`src/rtl/pe_pkg.sv`:
```
package pe_pkg;
  typedef enum logic [2:0] {
    ST_IDLE = 3'd0,
    ST_STIP = 3'd1,
    ST_FILL = 3'd2,
    ST_CRD  = 3'd3,
    ST_CWR  = 3'd4
  } pe_state_t;

  typedef enum logic [1:0] {
    OP_STIP = 2'd0,
    OP_FILL = 2'd1,
    OP_COPY = 2'd2
  } pe_op_t;

  localparam int unsigned WORD_W   = 32;
  localparam int unsigned RUN_W    = 5;
  localparam int unsigned SRCF_W   = 24;
  localparam int unsigned PIX_W    = 8;
endpackage

```
`src/rtl/pe_cmd_decode.sv`:
```
module pe_cmd_decode
  import pe_pkg::*;
#(
  parameter int unsigned PIX_AW = 20,
  localparam int unsigned BUS_AW = PIX_AW + 3
) (
  input  logic              bus_valid,
  input  logic              bus_we,
  input  logic              bus_win,
  input  logic [BUS_AW-1:0] bus_addr,
  input  logic [WORD_W-1:0] bus_wdata,
  input  logic              eng_busy,
  output logic              bus_ready,
  output logic              colour_wr,
  output logic              start,
  output pe_op_t            op,
  output logic [PIX_AW-1:0] dst,
  output logic [PIX_AW-1:0] src,
  output logic [RUN_W-1:0]  len_m1
);
  logic is_trig;
  logic fill_sel;

  assign is_trig   = bus_we && bus_addr[2];
  assign bus_ready = !(is_trig && eng_busy);
  assign colour_wr = bus_valid && bus_we && !bus_addr[2];
  assign start     = bus_valid && is_trig && !eng_busy;

  assign fill_sel = &bus_wdata[SRCF_W-1:0];
  assign dst      = bus_addr[PIX_AW+2:3];
  assign src      = bus_wdata[PIX_AW-1:0];
  assign len_m1   = bus_wdata[SRCF_W+RUN_W-1:SRCF_W];

  always_comb begin
    if (!bus_win)      op = OP_STIP;
    else if (fill_sel) op = OP_FILL;
    else               op = OP_COPY;
  end
endmodule

```
`src/rtl/pe_sequencer.sv`:
```
module pe_sequencer
  import pe_pkg::*;
#(
  parameter int unsigned PIX_AW = 20
) (
  input  logic              clk,
  input  logic              rst_n,
  input  logic              start,
  input  pe_op_t            op,
  input  logic [PIX_AW-1:0] dst,
  input  logic [PIX_AW-1:0] src,
  input  logic [RUN_W-1:0]  len_m1,
  input  logic [WORD_W-1:0] mask,
  input  logic [PIX_W-1:0]  colour,
  output logic              busy,
  output logic              mem_en,
  output logic              mem_we,
  output logic [PIX_AW-1:0] mem_addr,
  output logic [PIX_W-1:0]  mem_wdata,
  input  logic [PIX_W-1:0]  mem_rdata
);
  pe_state_t         state_q;
  logic [PIX_AW-1:0] dst_q, src_q;
  logic [RUN_W-1:0]  cnt_q;
  logic [WORD_W-1:0] mask_q;
  logic [PIX_W-1:0]  col_q;

  assign busy = (state_q != ST_IDLE);

  always_comb begin
    mem_en    = 1'b0;
    mem_we    = 1'b0;
    mem_addr  = dst_q;
    mem_wdata = col_q;
    unique case (state_q)
      ST_STIP: begin
        mem_en = mask_q[WORD_W-1];
        mem_we = mask_q[WORD_W-1];
      end
      ST_FILL: begin
        mem_en = 1'b1;
        mem_we = 1'b1;
      end
      ST_CRD: begin
        mem_en   = 1'b1;
        mem_addr = src_q;
      end
      ST_CWR: begin
        mem_en    = 1'b1;
        mem_we    = 1'b1;
        mem_wdata = mem_rdata;
      end
      default: ;
    endcase
  end

  always_ff @(posedge clk) begin
    if (!rst_n) begin
      state_q <= ST_IDLE;
      dst_q   <= '0;
      src_q   <= '0;
      cnt_q   <= '0;
      mask_q  <= '0;
      col_q   <= '0;
    end else begin
      unique case (state_q)
        ST_IDLE: if (start) begin
          dst_q  <= dst;
          src_q  <= src;
          mask_q <= mask;
          col_q  <= colour;
          unique case (op)
            OP_STIP: begin state_q <= ST_STIP; cnt_q <= '1;     end
            OP_FILL: begin state_q <= ST_FILL; cnt_q <= len_m1; end
            default: begin state_q <= ST_CRD;  cnt_q <= len_m1; end
          endcase
        end
        ST_STIP, ST_FILL: begin
          mask_q <= mask_q << 1;
          dst_q  <= dst_q + 1'b1;
          cnt_q  <= cnt_q - 1'b1;
          if (cnt_q == '0) state_q <= ST_IDLE;
        end
        ST_CRD: state_q <= ST_CWR;
        ST_CWR: begin
          dst_q   <= dst_q + 1'b1;
          src_q   <= src_q + 1'b1;
          cnt_q   <= cnt_q - 1'b1;
          state_q <= (cnt_q == '0) ? ST_IDLE : ST_CRD;
        end
        default: state_q <= ST_IDLE;
      endcase
    end
  end
endmodule

```
`src/rtl/pix_engine.sv`:
```
module pix_engine
  import pe_pkg::*;
#(
  parameter int unsigned PIX_AW = 20
) (
  input  logic              clk,
  input  logic              rst_n,
  input  logic              bus_valid,
  output logic              bus_ready,
  input  logic              bus_we,
  input  logic              bus_win,
  input  logic [PIX_AW+2:0] bus_addr,
  input  logic [31:0]       bus_wdata,
  output logic [31:0]       bus_rdata,
  output logic              busy,
  output logic              mem_en,
  output logic              mem_we,
  output logic [PIX_AW-1:0] mem_addr,
  output logic [7:0]        mem_wdata,
  input  logic [7:0]        mem_rdata
);
  logic              colour_wr, start;
  pe_op_t            op;
  logic [PIX_AW-1:0] dst, src;
  logic [RUN_W-1:0]  len_m1;
  logic [PIX_W-1:0]  colour_q;

  assign bus_rdata = '0;

  always_ff @(posedge clk) begin
    if (!rst_n)         colour_q <= '0;
    else if (colour_wr) colour_q <= bus_wdata[PIX_W-1:0];
  end

  pe_cmd_decode #(.PIX_AW(PIX_AW)) u_dec (
    .bus_valid (bus_valid),
    .bus_we    (bus_we),
    .bus_win   (bus_win),
    .bus_addr  (bus_addr),
    .bus_wdata (bus_wdata),
    .eng_busy  (busy),
    .bus_ready (bus_ready),
    .colour_wr (colour_wr),
    .start     (start),
    .op        (op),
    .dst       (dst),
    .src       (src),
    .len_m1    (len_m1)
  );

  pe_sequencer #(.PIX_AW(PIX_AW)) u_seq (
    .clk       (clk),
    .rst_n     (rst_n),
    .start     (start),
    .op        (op),
    .dst       (dst),
    .src       (src),
    .len_m1    (len_m1),
    .mask      (bus_wdata),
    .colour    (colour_q),
    .busy      (busy),
    .mem_en    (mem_en),
    .mem_we    (mem_we),
    .mem_addr  (mem_addr),
    .mem_wdata (mem_wdata),
    .mem_rdata (mem_rdata)
  );
endmodule

```
`config.mk`:
```
export PLATFORM = sky130hd
export DESIGN_NAME = pix_engine
export DESIGN_NICKNAME = d
export VERILOG_FILES = /design/src/rtl/pe_pkg.sv /design/src/rtl/pe_cmd_decode.sv /design/src/rtl/pe_sequencer.sv /design/src/rtl/pix_engine.sv
export SDC_FILE = /design/constraint.sdc
export NUM_CORES = 1
export LEC_CHECK = 0
export ABC_AREA = 1
export BUFFER_PORTS_ARGS = -buffer_cell sky130_fd_sc_hd__buf_2
export CAP_MARGIN = 5
export CORE_ASPECT_RATIO = 1.5
export CORE_MARGIN = 8
export CORE_UTILIZATION = 55
export DETAILED_ROUTE_END_ITERATION = 6
export MAX_ROUTING_LAYER = met4
export PLACE_DENSITY = 0.81
export SYNTH_ARGS = -nofsm -noshare
export SYNTH_HDL_FRONTEND = slang
export SYNTH_SLANG_ARGS = --single-unit
```
`constraint.sdc`:
```
create_clock -name clk -period 3.6 [get_ports clk]
set_input_delay 0.72 -clock clk [delete_from_list [all_inputs] [get_ports clk]]
set_output_delay 0.72 -clock clk [all_outputs]
set_load 0.01 [all_outputs]
```
---- Word level (Yosys, flattened, before mapping) ----
Cells that the tools add are included.
Widths: inputs -> output; s select.
storage, ports and cells
  flip-flop bits (word level) ............. 96
  input bits .............................. 68
  output and inout port bits .............. 64
operators by class
  add/subtract/negate cells ............... 3
  equal/unequal tests ..................... 7
  mux-type cells .......................... 20
  reduce and logical (&&, ||, !) cells .... 26
operators with widths
  cell                   count
  $pmux 20 s2            2
  $pmux 32 s2            1
  $mux 20                3
  $add 20x1->20 const B  2
  $mux 32                1
  $reduce_and 24->1      1
  $pmux 3 s4             1
  $mux 5                 2
  $pmux 5 s2             1
  $reduce_and 2->1       5
  $mux 8                 1
  $eq 3x2->1 const B     2
  $logic_and 1x1->1      6
  $mux 2                 3
  $mux 3                 2
  $reduce_bool 2->1      3
  $reduce_or 3->1        2
  $logic_not 5->1        1
  $sub 5x1->5 const B    1
  $pmux 1 s2             2
  $pmux 2 s2             1
  $reduce_or 2->1        2
  $eq 3x1->1 const B     1
  $eq 3x3->1 const B     1
  other kinds (7)        9

---- Depth between registers and ports, before layout ----
Gate-level depths: netlist of the first run.
  depth in word-level cells ............... 7
  gate-level depth with buffers ........... 11
  depth with buffers taken out ............ 11

---- Cells and area by module ----
A second synthesis of the first run with hierarchy kept.
second synthesis, totals
  cell total of the unflattened synthesis .. 977
  area total of the unflattened synthesis .. 6137.1 um^2
modules (own cells, without submodules)
  module         times used  cells an instance  area an instance (um^2)
  pe_sequencer   1           822                5084.9
  pix_engine     1           84                 600.6
  pe_cmd_decode  1           71                 451.7

---- Least setup slack after synthesis of the first run ----
OpenSTA, ideal clock, no wires.
  path type ............................... reg2out
  from .................................... register u_seq.state_q[2]
  to ...................................... output port mem_addr[1]
  arrival time ............................ 1.212 ns
  data required time ...................... 2.880 ns
  setup slack ............................. 1.668 ns
  cell stages (with the launch flop) ...... 5
  path buffers ............................ 1
  path through ............................ dfxtp_1 inv_1 nand3_1 clkbuf_1 mux2_2
on the way
  cells in the longest elaborated chain, start to end .. 2
RTL lines
  element                 line                text
  from (decl)             pe_sequencer.sv:22  pe_state_t state_q;
  from (signal assigned)  pe_sequencer.sv:89  state_q <= (cnt_q == '0) ? ST_IDLE : ST_CRD;
  $eq 3x2->1              pe_sequencer.sv:35  unique case (state_q)
  $mux 20                 pe_sequencer.sv:35
  to (decl)               pix_engine.sv:18    output logic [PIX_AW-1:0] mem_addr,
Every way passes these cells.

---- Final worst setup path of the first run ----
  from .................................... register u_seq.state_q[0]
  to ...................................... output port mem_addr[4]
Same word-level chain as after synthesis.

==> results of run 1 <==
[layer usage]
layer | up-vias | global-route usage (%) | share of wire, %
met2 | 225 | 39.1 | 49
met5 | - | - | 0
li1 | 2997 | - | -
met1 | 2741 | 27.1 | 41
met3 | 41 | 3.09 | 5.8
met4 | 0 | 12.7 | 3.9
[synthesized netlist by cell type, types with 5 or more instances]
cell,number,share of area (%)
sky130_fd_sc_hd__xnor2_1,6,0.91
sky130_fd_sc_hd__clkbuf_1,19,1.2
sky130_fd_sc_hd__nand2_1,264,17
sky130_fd_sc_hd__a21oi_1,50,4.3
sky130_fd_sc_hd__o211ai_1,5,0.65
sky130_fd_sc_hd__nor2_1,83,5.4
sky130_fd_sc_hd__nand4_1,12,1.3
sky130_fd_sc_hd__dfxtp_1,96,33
sky130_fd_sc_hd__inv_1,51,3.3
sky130_fd_sc_hd__a31oi_1,34,3.7
sky130_fd_sc_hd__buf_2,13,1.1
sky130_fd_sc_hd__nor3_1,6,0.52
sky130_fd_sc_hd__xor2_1,10,1.5
sky130_fd_sc_hd__o21ai_0,110,9.5
sky130_fd_sc_hd__nand3_1,38,3.3
sky130_fd_sc_hd__buf_4,39,5.1
sky130_fd_sc_hd__buf_6,5,0.97
[logic make-up after synthesis]
| kind of cell | count (synthesis) | share of synthesized area (%) |
|---|---|---|
| simple gates | 425 | 31.0 |
| compound gates | 213 | 19.7 |
| buf+inv | 134 | 12.3 |
| flops | 96 | 33.2 |
| xor+xnor | 16 | 2.42 |
| fa+ha+maj | 4 | 0.864 |
| mux | 2 | 0.389 |
| other cells | 1 | 0.0647 |
[worst register-to-register path, delay by kind of cell (launching register included)]
family          cells  cell delay (ns)
flops               1             0.44
compound gates      1             0.16
buf+inv             1             0.40
simple gates        6             1.14
[flip-flops by register name, summed over array words and instances (netlist names)]
| name | flops |
|---|---|
| u_seq.mask_q | 32 |
| u_seq.dst_q | 20 |
| u_seq.src_q | 20 |
| colour_q | 8 |
| u_seq.col_q | 8 |
| u_seq.cnt_q | 5 |
| u_seq.state_q | 3 |
[through the flow]
step | area [um2] | power [W] | setup WS, ns | utilization (%)
after global routing | 6490 | 0.00542 | 0.387 | 62.3
final | 6490 | 0.00504 | 0.573 | 62.3
after CTS | 6490 | 0.00504 | 0.602 | 62.3
after global placement | 6120 | 0.00381 | 0.987 | 58.8
after detailed placement | 6120 | 0.00385 | 1.00 | 58.8
after floorplan | 5910 | 0.00344 | 1.67 | -
[worst min path at each step]
| stage | slack [ns] | endpoint | cells after the start | startpoint |
|---|---|---|---|---|
| after floorplan | 0.44 | u_seq.cnt_q[4]$_SDFFE_PN0P_ | 2 | u_seq.cnt_q[4]$_SDFFE_PN0P_ |
| after global placement | 0.46 | u_seq.cnt_q[4]$_SDFFE_PN0P_ | 2 | u_seq.cnt_q[4]$_SDFFE_PN0P_ |
| after detailed placement | 0.47 | u_seq.mask_q[16]$_SDFFE_PN0P_ | 2 | u_seq.mask_q[15]$_SDFFE_PN0P_ |
| after CTS | 0.48 | u_seq.mask_q[18]$_SDFFE_PN0P_ | 2 | u_seq.mask_q[17]$_SDFFE_PN0P_ |
| after global routing | 0.50 | u_seq.mask_q[31]$_SDFFE_PN0P_ | 2 | u_seq.mask_q[30]$_SDFFE_PN0P_ |
| final | 0.48 | u_seq.src_q[19]$_SDFFE_PN0P_ | 2 | u_seq.src_q[19]$_SDFFE_PN0P_ |
[power breakdown]
part	internal, W	switching [W]
Combinational	0.000716	0.00142
Clock	0.000751	0.000428
Sequential	0.00142	0.000309
[area by class of cell]
type / count / area (um2)
Clock buffer: 9 / 225
Clock inverter: 7 / 141
Fill cell: 1022 / 3930
Inverter: 57 / 221
Multi-Input combinational cell: 692 / 3270
Sequential cell: 96 / 1920
Tap cell: 144 / 180
Timing Repair Buffer: 102 / 523
==> impl_metrics.toml, run 1 <==
[layout]
insertedDiodeCount = 0
final_cell_mix = "sky130_fd_sc_hd__nand2_1, sky130_fd_sc_hd__o21ai_0, sky130_fd_sc_hd__buf_2"
finish.net_count = 1030
area_delta_synth_final_pct = 12.0
mostFrequentLayoutCell = "sky130_fd_sc_hd__nand2_1"
instances_no_fill = 1107
layout-drive-gt1-share_pct = 15.0

[timing]
finalHoldViolCount = 0
finalClockSkew_ns = 0.00503
finalHoldWorstSlack_ns = 0.483
setup_violations = 0
period_minus_slack_ns = 3.03
timing_worst_slew_pin_value_ns = 1.00
achievable-frequency_mhz = 330
final_min_period_over_clock_period_pct = 84.1
timing.max_slew.rel_slack_pct = 33.0
setup_tns_ns = 0
grt_setup_unrepaired = "false"
slew_violations = 0

[global_routing]
groute.usage.overall_pct = 23.6
first_global_vias = 5460
grt_pass1_wl_mm = 26.3
antenna_found_initial = 0
grt_remaining_overflow = 0
pin_count_of_the_biggest_net_entering_global_routing = 65

[critical_path]
worst-r2r-setup-slack_ns = 1.36
critical_path_start_type = "flip-flop"
cp_max_fo = 28
path_depth = 4
worst-endpoint-arrival_ns = 2.31
max_stage_delay_ns = 0.74
r2r.worst_path.cells = 8
critical-path-slowest-cell = "sky130_fd_sc_hd__nand3_1"
endpoint_of_the_worst_slack_reg_to_reg_timing_path = "u_seq.dst_q[15]$_SDFFE_PN0P_"
worstPathRequired_ns = 2.88
cp-startpoint = "u_seq.state_q[0]$_SDFFE_PN0P_"
critical_path.endpoint = "mem_addr[4]"
critical_path.reg2reg.startpoint = "u_seq.state_q[0]$_SDFFE_PN0P_"
path_delay_family = "simple AND/OR/NAND/NOR gates"
cp.buffers_inverters = 2
end_kind = "output pin"
kind_of_critical_path = "flip-flop to output pin"
cp_cell_sequence = "nand3_1 > buf_4 > o21ai_0 > buf_2"

[clock_tree]
cts.sink_count = 96
cts_max_path_buffers = 2
cts_buffers = 9
clockRootBuffer = "sky130_fd_sc_hd__clkbuf_16"
htree_num_levels = 3
postCtsHoldBufs = 0
cts_resized = 0
cts.clk_slew.worst_paths_ns = 0.07
clock_latency_ns = 0.35
cts_tree = "done"
cts_setup_buffers = 0

[synth]
synth-edff-count = 0
ys_seq_elements = 96
synth.yosys.warnings = 0
synth_cell_type_count = 37
synth_seq_area_share_pct = 33.2
synth_area_per_cell_um2 = 6.50
syn-cell-area_mm2 = 0.00579
post_synth_inst_count = 891
synth_top_flop_cell = "sky130_fd_sc_hd__dfxtp_1"
asyncSetResetFlopFracSynth_pct = 0

[routing]
drt-initial-drc-count = 442
remaining_antenna_violation_count_after_routing = 0
viasPerCell = 5.42
routed_wirelength_mm = 16.6
via_count = 6004
drc = 0
drt_pre_antenna_iters = 6
post_drt_wl_per_cell_um = 15.0

[power]
max-vdd-ir-drop_mv = 0.510
power.density_cell_area_mw_per_mm2 = 777
static-leakage-power_nw = 2.73

[placement]
place.detailed.hpwl_mm = 12.0
io_buffers = 97
place_inst = 1091
gpl.final_weighted_congestion = 0.976

[run]
max-cap-violations = 0

[die]
die_h_um = 142
die_boundary_width_um = 99.8
floorplan.rows = 46
initial_utilization_pct = 55.6
core-area_mm2 = 0.0104
design.portCount = 132
die_area_mm2 = 0.0141

[run_status]
run_status = "complete, no violations"

[min_path]
hp-class = "flip-flop to flip-flop"
No activity file was read; power rests on OpenSTA's default activity.
==> run 2: changes to the inputs <==
- clock period: 3.6 -> 2.92 ns (I/O delays scaled with it)
==> run 2 against run 1 <==
Compared with the run above:
- worst setup slack better by 0.014 ns
- sequential share of layout area is 0.46 points higher
- clock skew is 0.0025 ns higher
- largest power group unchanged
- clock power down 4%
==> impl_metrics.toml, run 2 (synthesis gave the netlist of run 1 again) <==
[run_status]
run_status = "complete, no violations"

[timing]
timing.max_slew.rel_slack_pct = 44.8
setup_violations = 0
finalHoldViolCount = 0
period_minus_slack_ns = 2.33
setup_tns_ns = 0
finalClockSkew_ns = 0.00755
grt_setup_unrepaired = "false"
timing_worst_slew_pin_value_ns = 0.825
finalHoldWorstSlack_ns = 0.480
slew_violations = 0
achievable-frequency_mhz = 429
final_min_period_over_clock_period_pct = 79.9

[critical_path]
cp_max_fo = 40
worst-endpoint-arrival_ns = 1.75
end_kind = "output pin"
worstPathRequired_ns = 2.34
critical_path.reg2reg.startpoint = "u_seq.state_q[0]$_SDFFE_PN0P_"
critical-path-slowest-cell = "sky130_fd_sc_hd__mux2_2"
cp-startpoint = "u_seq.state_q[2]$_SDFFE_PN0P_"
path_delay_family = "buffers and inverters"
cp.buffers_inverters = 3
cp_cell_sequence = "inv_1 > nand3_1 > buf_4 > mux2_2 > buf_2"
max_stage_delay_ns = 0.39
critical_path_start_type = "flip-flop"
kind_of_critical_path = "flip-flop to output pin"

[clock_tree]
cts_buffers = 9
cts_max_path_buffers = 2
cts.clk_slew.worst_paths_ns = 0.07
cts.sink_count = 96
clock_latency_ns = 0.35
clockRootBuffer = "sky130_fd_sc_hd__clkbuf_16"
cts_tree = "done"
cts_setup_buffers = 0
htree_num_levels = 3
cts_resized = 0
postCtsHoldBufs = 0

[power]
static-leakage-power_nw = 2.68
max-vdd-ir-drop_mv = 0.622
power.density_cell_area_mw_per_mm2 = 921

[layout]
max_ffs_per_register = 32
area_delta_synth_final_pct = 10.3
layout-drive-gt1-share_pct = 14.7
mostFrequentLayoutCell = "sky130_fd_sc_hd__nand2_1"
largest_registers = "u_seq.mask_q: 32 flops, u_seq.dst_q: 20 flops, u_seq.src_q: 20 flops"
finish.net_count = 1029
insertedDiodeCount = 0
register_containing_the_most_flip_flops_in_the_final_layout = "u_seq.mask_q"
final_cell_mix = "sky130_fd_sc_hd__nand2_1, sky130_fd_sc_hd__o21ai_0, sky130_fd_sc_hd__buf_2"

[die]
die_h_um = 142
die_boundary_width_um = 99.8
floorplan.rows = 46
die_area_mm2 = 0.0141
core-area_mm2 = 0.0104
initial_utilization_pct = 55.6
design.portCount = 132

[routing]
met3_length_mm = 1.02
wl_met1_mm = 6.78
remaining_antenna_violation_count_after_routing = 0
routed_wirelength_mm = 16.5
drc = 0
route.met2.wl_mm = 8.22
viasPerCell = 5.42
route.top_layer_used = "met4"
drt_pre_antenna_iters = 5
drt-initial-drc-count = 465
via_count = 5995
post_drt_wl_per_cell_um = 14.9

[global_routing]
first_global_vias = 5473
groute.usage.overall_pct = 24.0
antenna_found_initial = 0
grt_pass1_wl_mm = 26.7
grt_remaining_overflow = 0
pin_count_of_the_biggest_net_entering_global_routing = 65

[min_path]
min_from = "u_seq.cnt_q[4]$_SDFFE_PN0P_"
hp-class = "flip-flop to flip-flop"

[placement]
io_buffers = 97
gpl.final_weighted_congestion = 0.956
place.detailed.hpwl_mm = 11.9

[run]
max-cap-violations = 0
-- run 2: changes by cell type in the layout (fill, tap and decap cells not counted), sizes merged --
| cell | before | now |
|---|---|---|
| buf | 102 | 101 |
| bufinv | 4 | 0 |
| clkbuf | 9 | 12 |
| clkinvlp | 1 | 2 |
-- run 2: worst min-delay path, stage by stage, from the launching register on --
cell	delay, ns
sky130_fd_sc_hd__dfxtp_1	0.32
sky130_fd_sc_hd__nand2_1	0.06
sky130_fd_sc_hd__a21oi_1	0.06
-- run 2: final timing paths --
path | depth (start not counted) | slack (ns) | to
worst max-delay path | 5 | 0.59 | mem_addr[2]
worst min-delay path | 2 | 0.48 | u_seq.cnt_q[4]$_SDFFE_PN0P_
worst max register to register | 7 | 0.70 | u_seq.mask_q[3]$_SDFFE_PN0P_
worst min register to register | 2 | 0.48 | u_seq.cnt_q[4]$_SDFFE_PN0P_
-- run 2: per-layer routing --
layer  up-vias  track usage, %
met5         -               -
met4         0            10.0
met3        33            3.97
met2       217            40.0
met1      2738            27.7
li1       3007               -
-- run 2: cell type report --
| cell class | instances | area (um2) |
|---|---|---|
| fill | 1041 | 4030 |
| multi-input combinational | 692 | 3270 |
| sequential | 96 | 1920 |
| timing repair buffer | 101 | 515 |
| clock buffer | 12 | 246 |
| inverter | 57 | 221 |
| tap | 144 | 180 |
| clock inverter | 4 | 28.8 |
-- run 2: per-stage QoR --
step	cell area [um2]	worst slack, ns	instances	utilization [%]	power (W)
2_1_floorplan	5910	1.12	922	-	0.00424
3_3_place_gp	6110	0.766	1090	58.7	0.00471
3_5_place_dp	6110	0.757	1090	58.7	0.00475
4_1_cts	6390	0.596	1106	61.3	0.00587
5_1_grt	6390	0.488	1106	61.3	0.00637
6_report	6390	0.587	1106	61.3	0.00588
-- run 2: power breakdown --
| group | total (W) | internal, W | switching, W | leakage (nW) |
|---|---|---|---|---|
| registers | 0.00212 | 0.00175 | 0.000372 | 0.788 |
| logic | 0.00263 | 0.000881 | 0.00175 | 1.77 |
| clock network | 0.00113 | 0.000604 | 0.000524 | 0.129 |
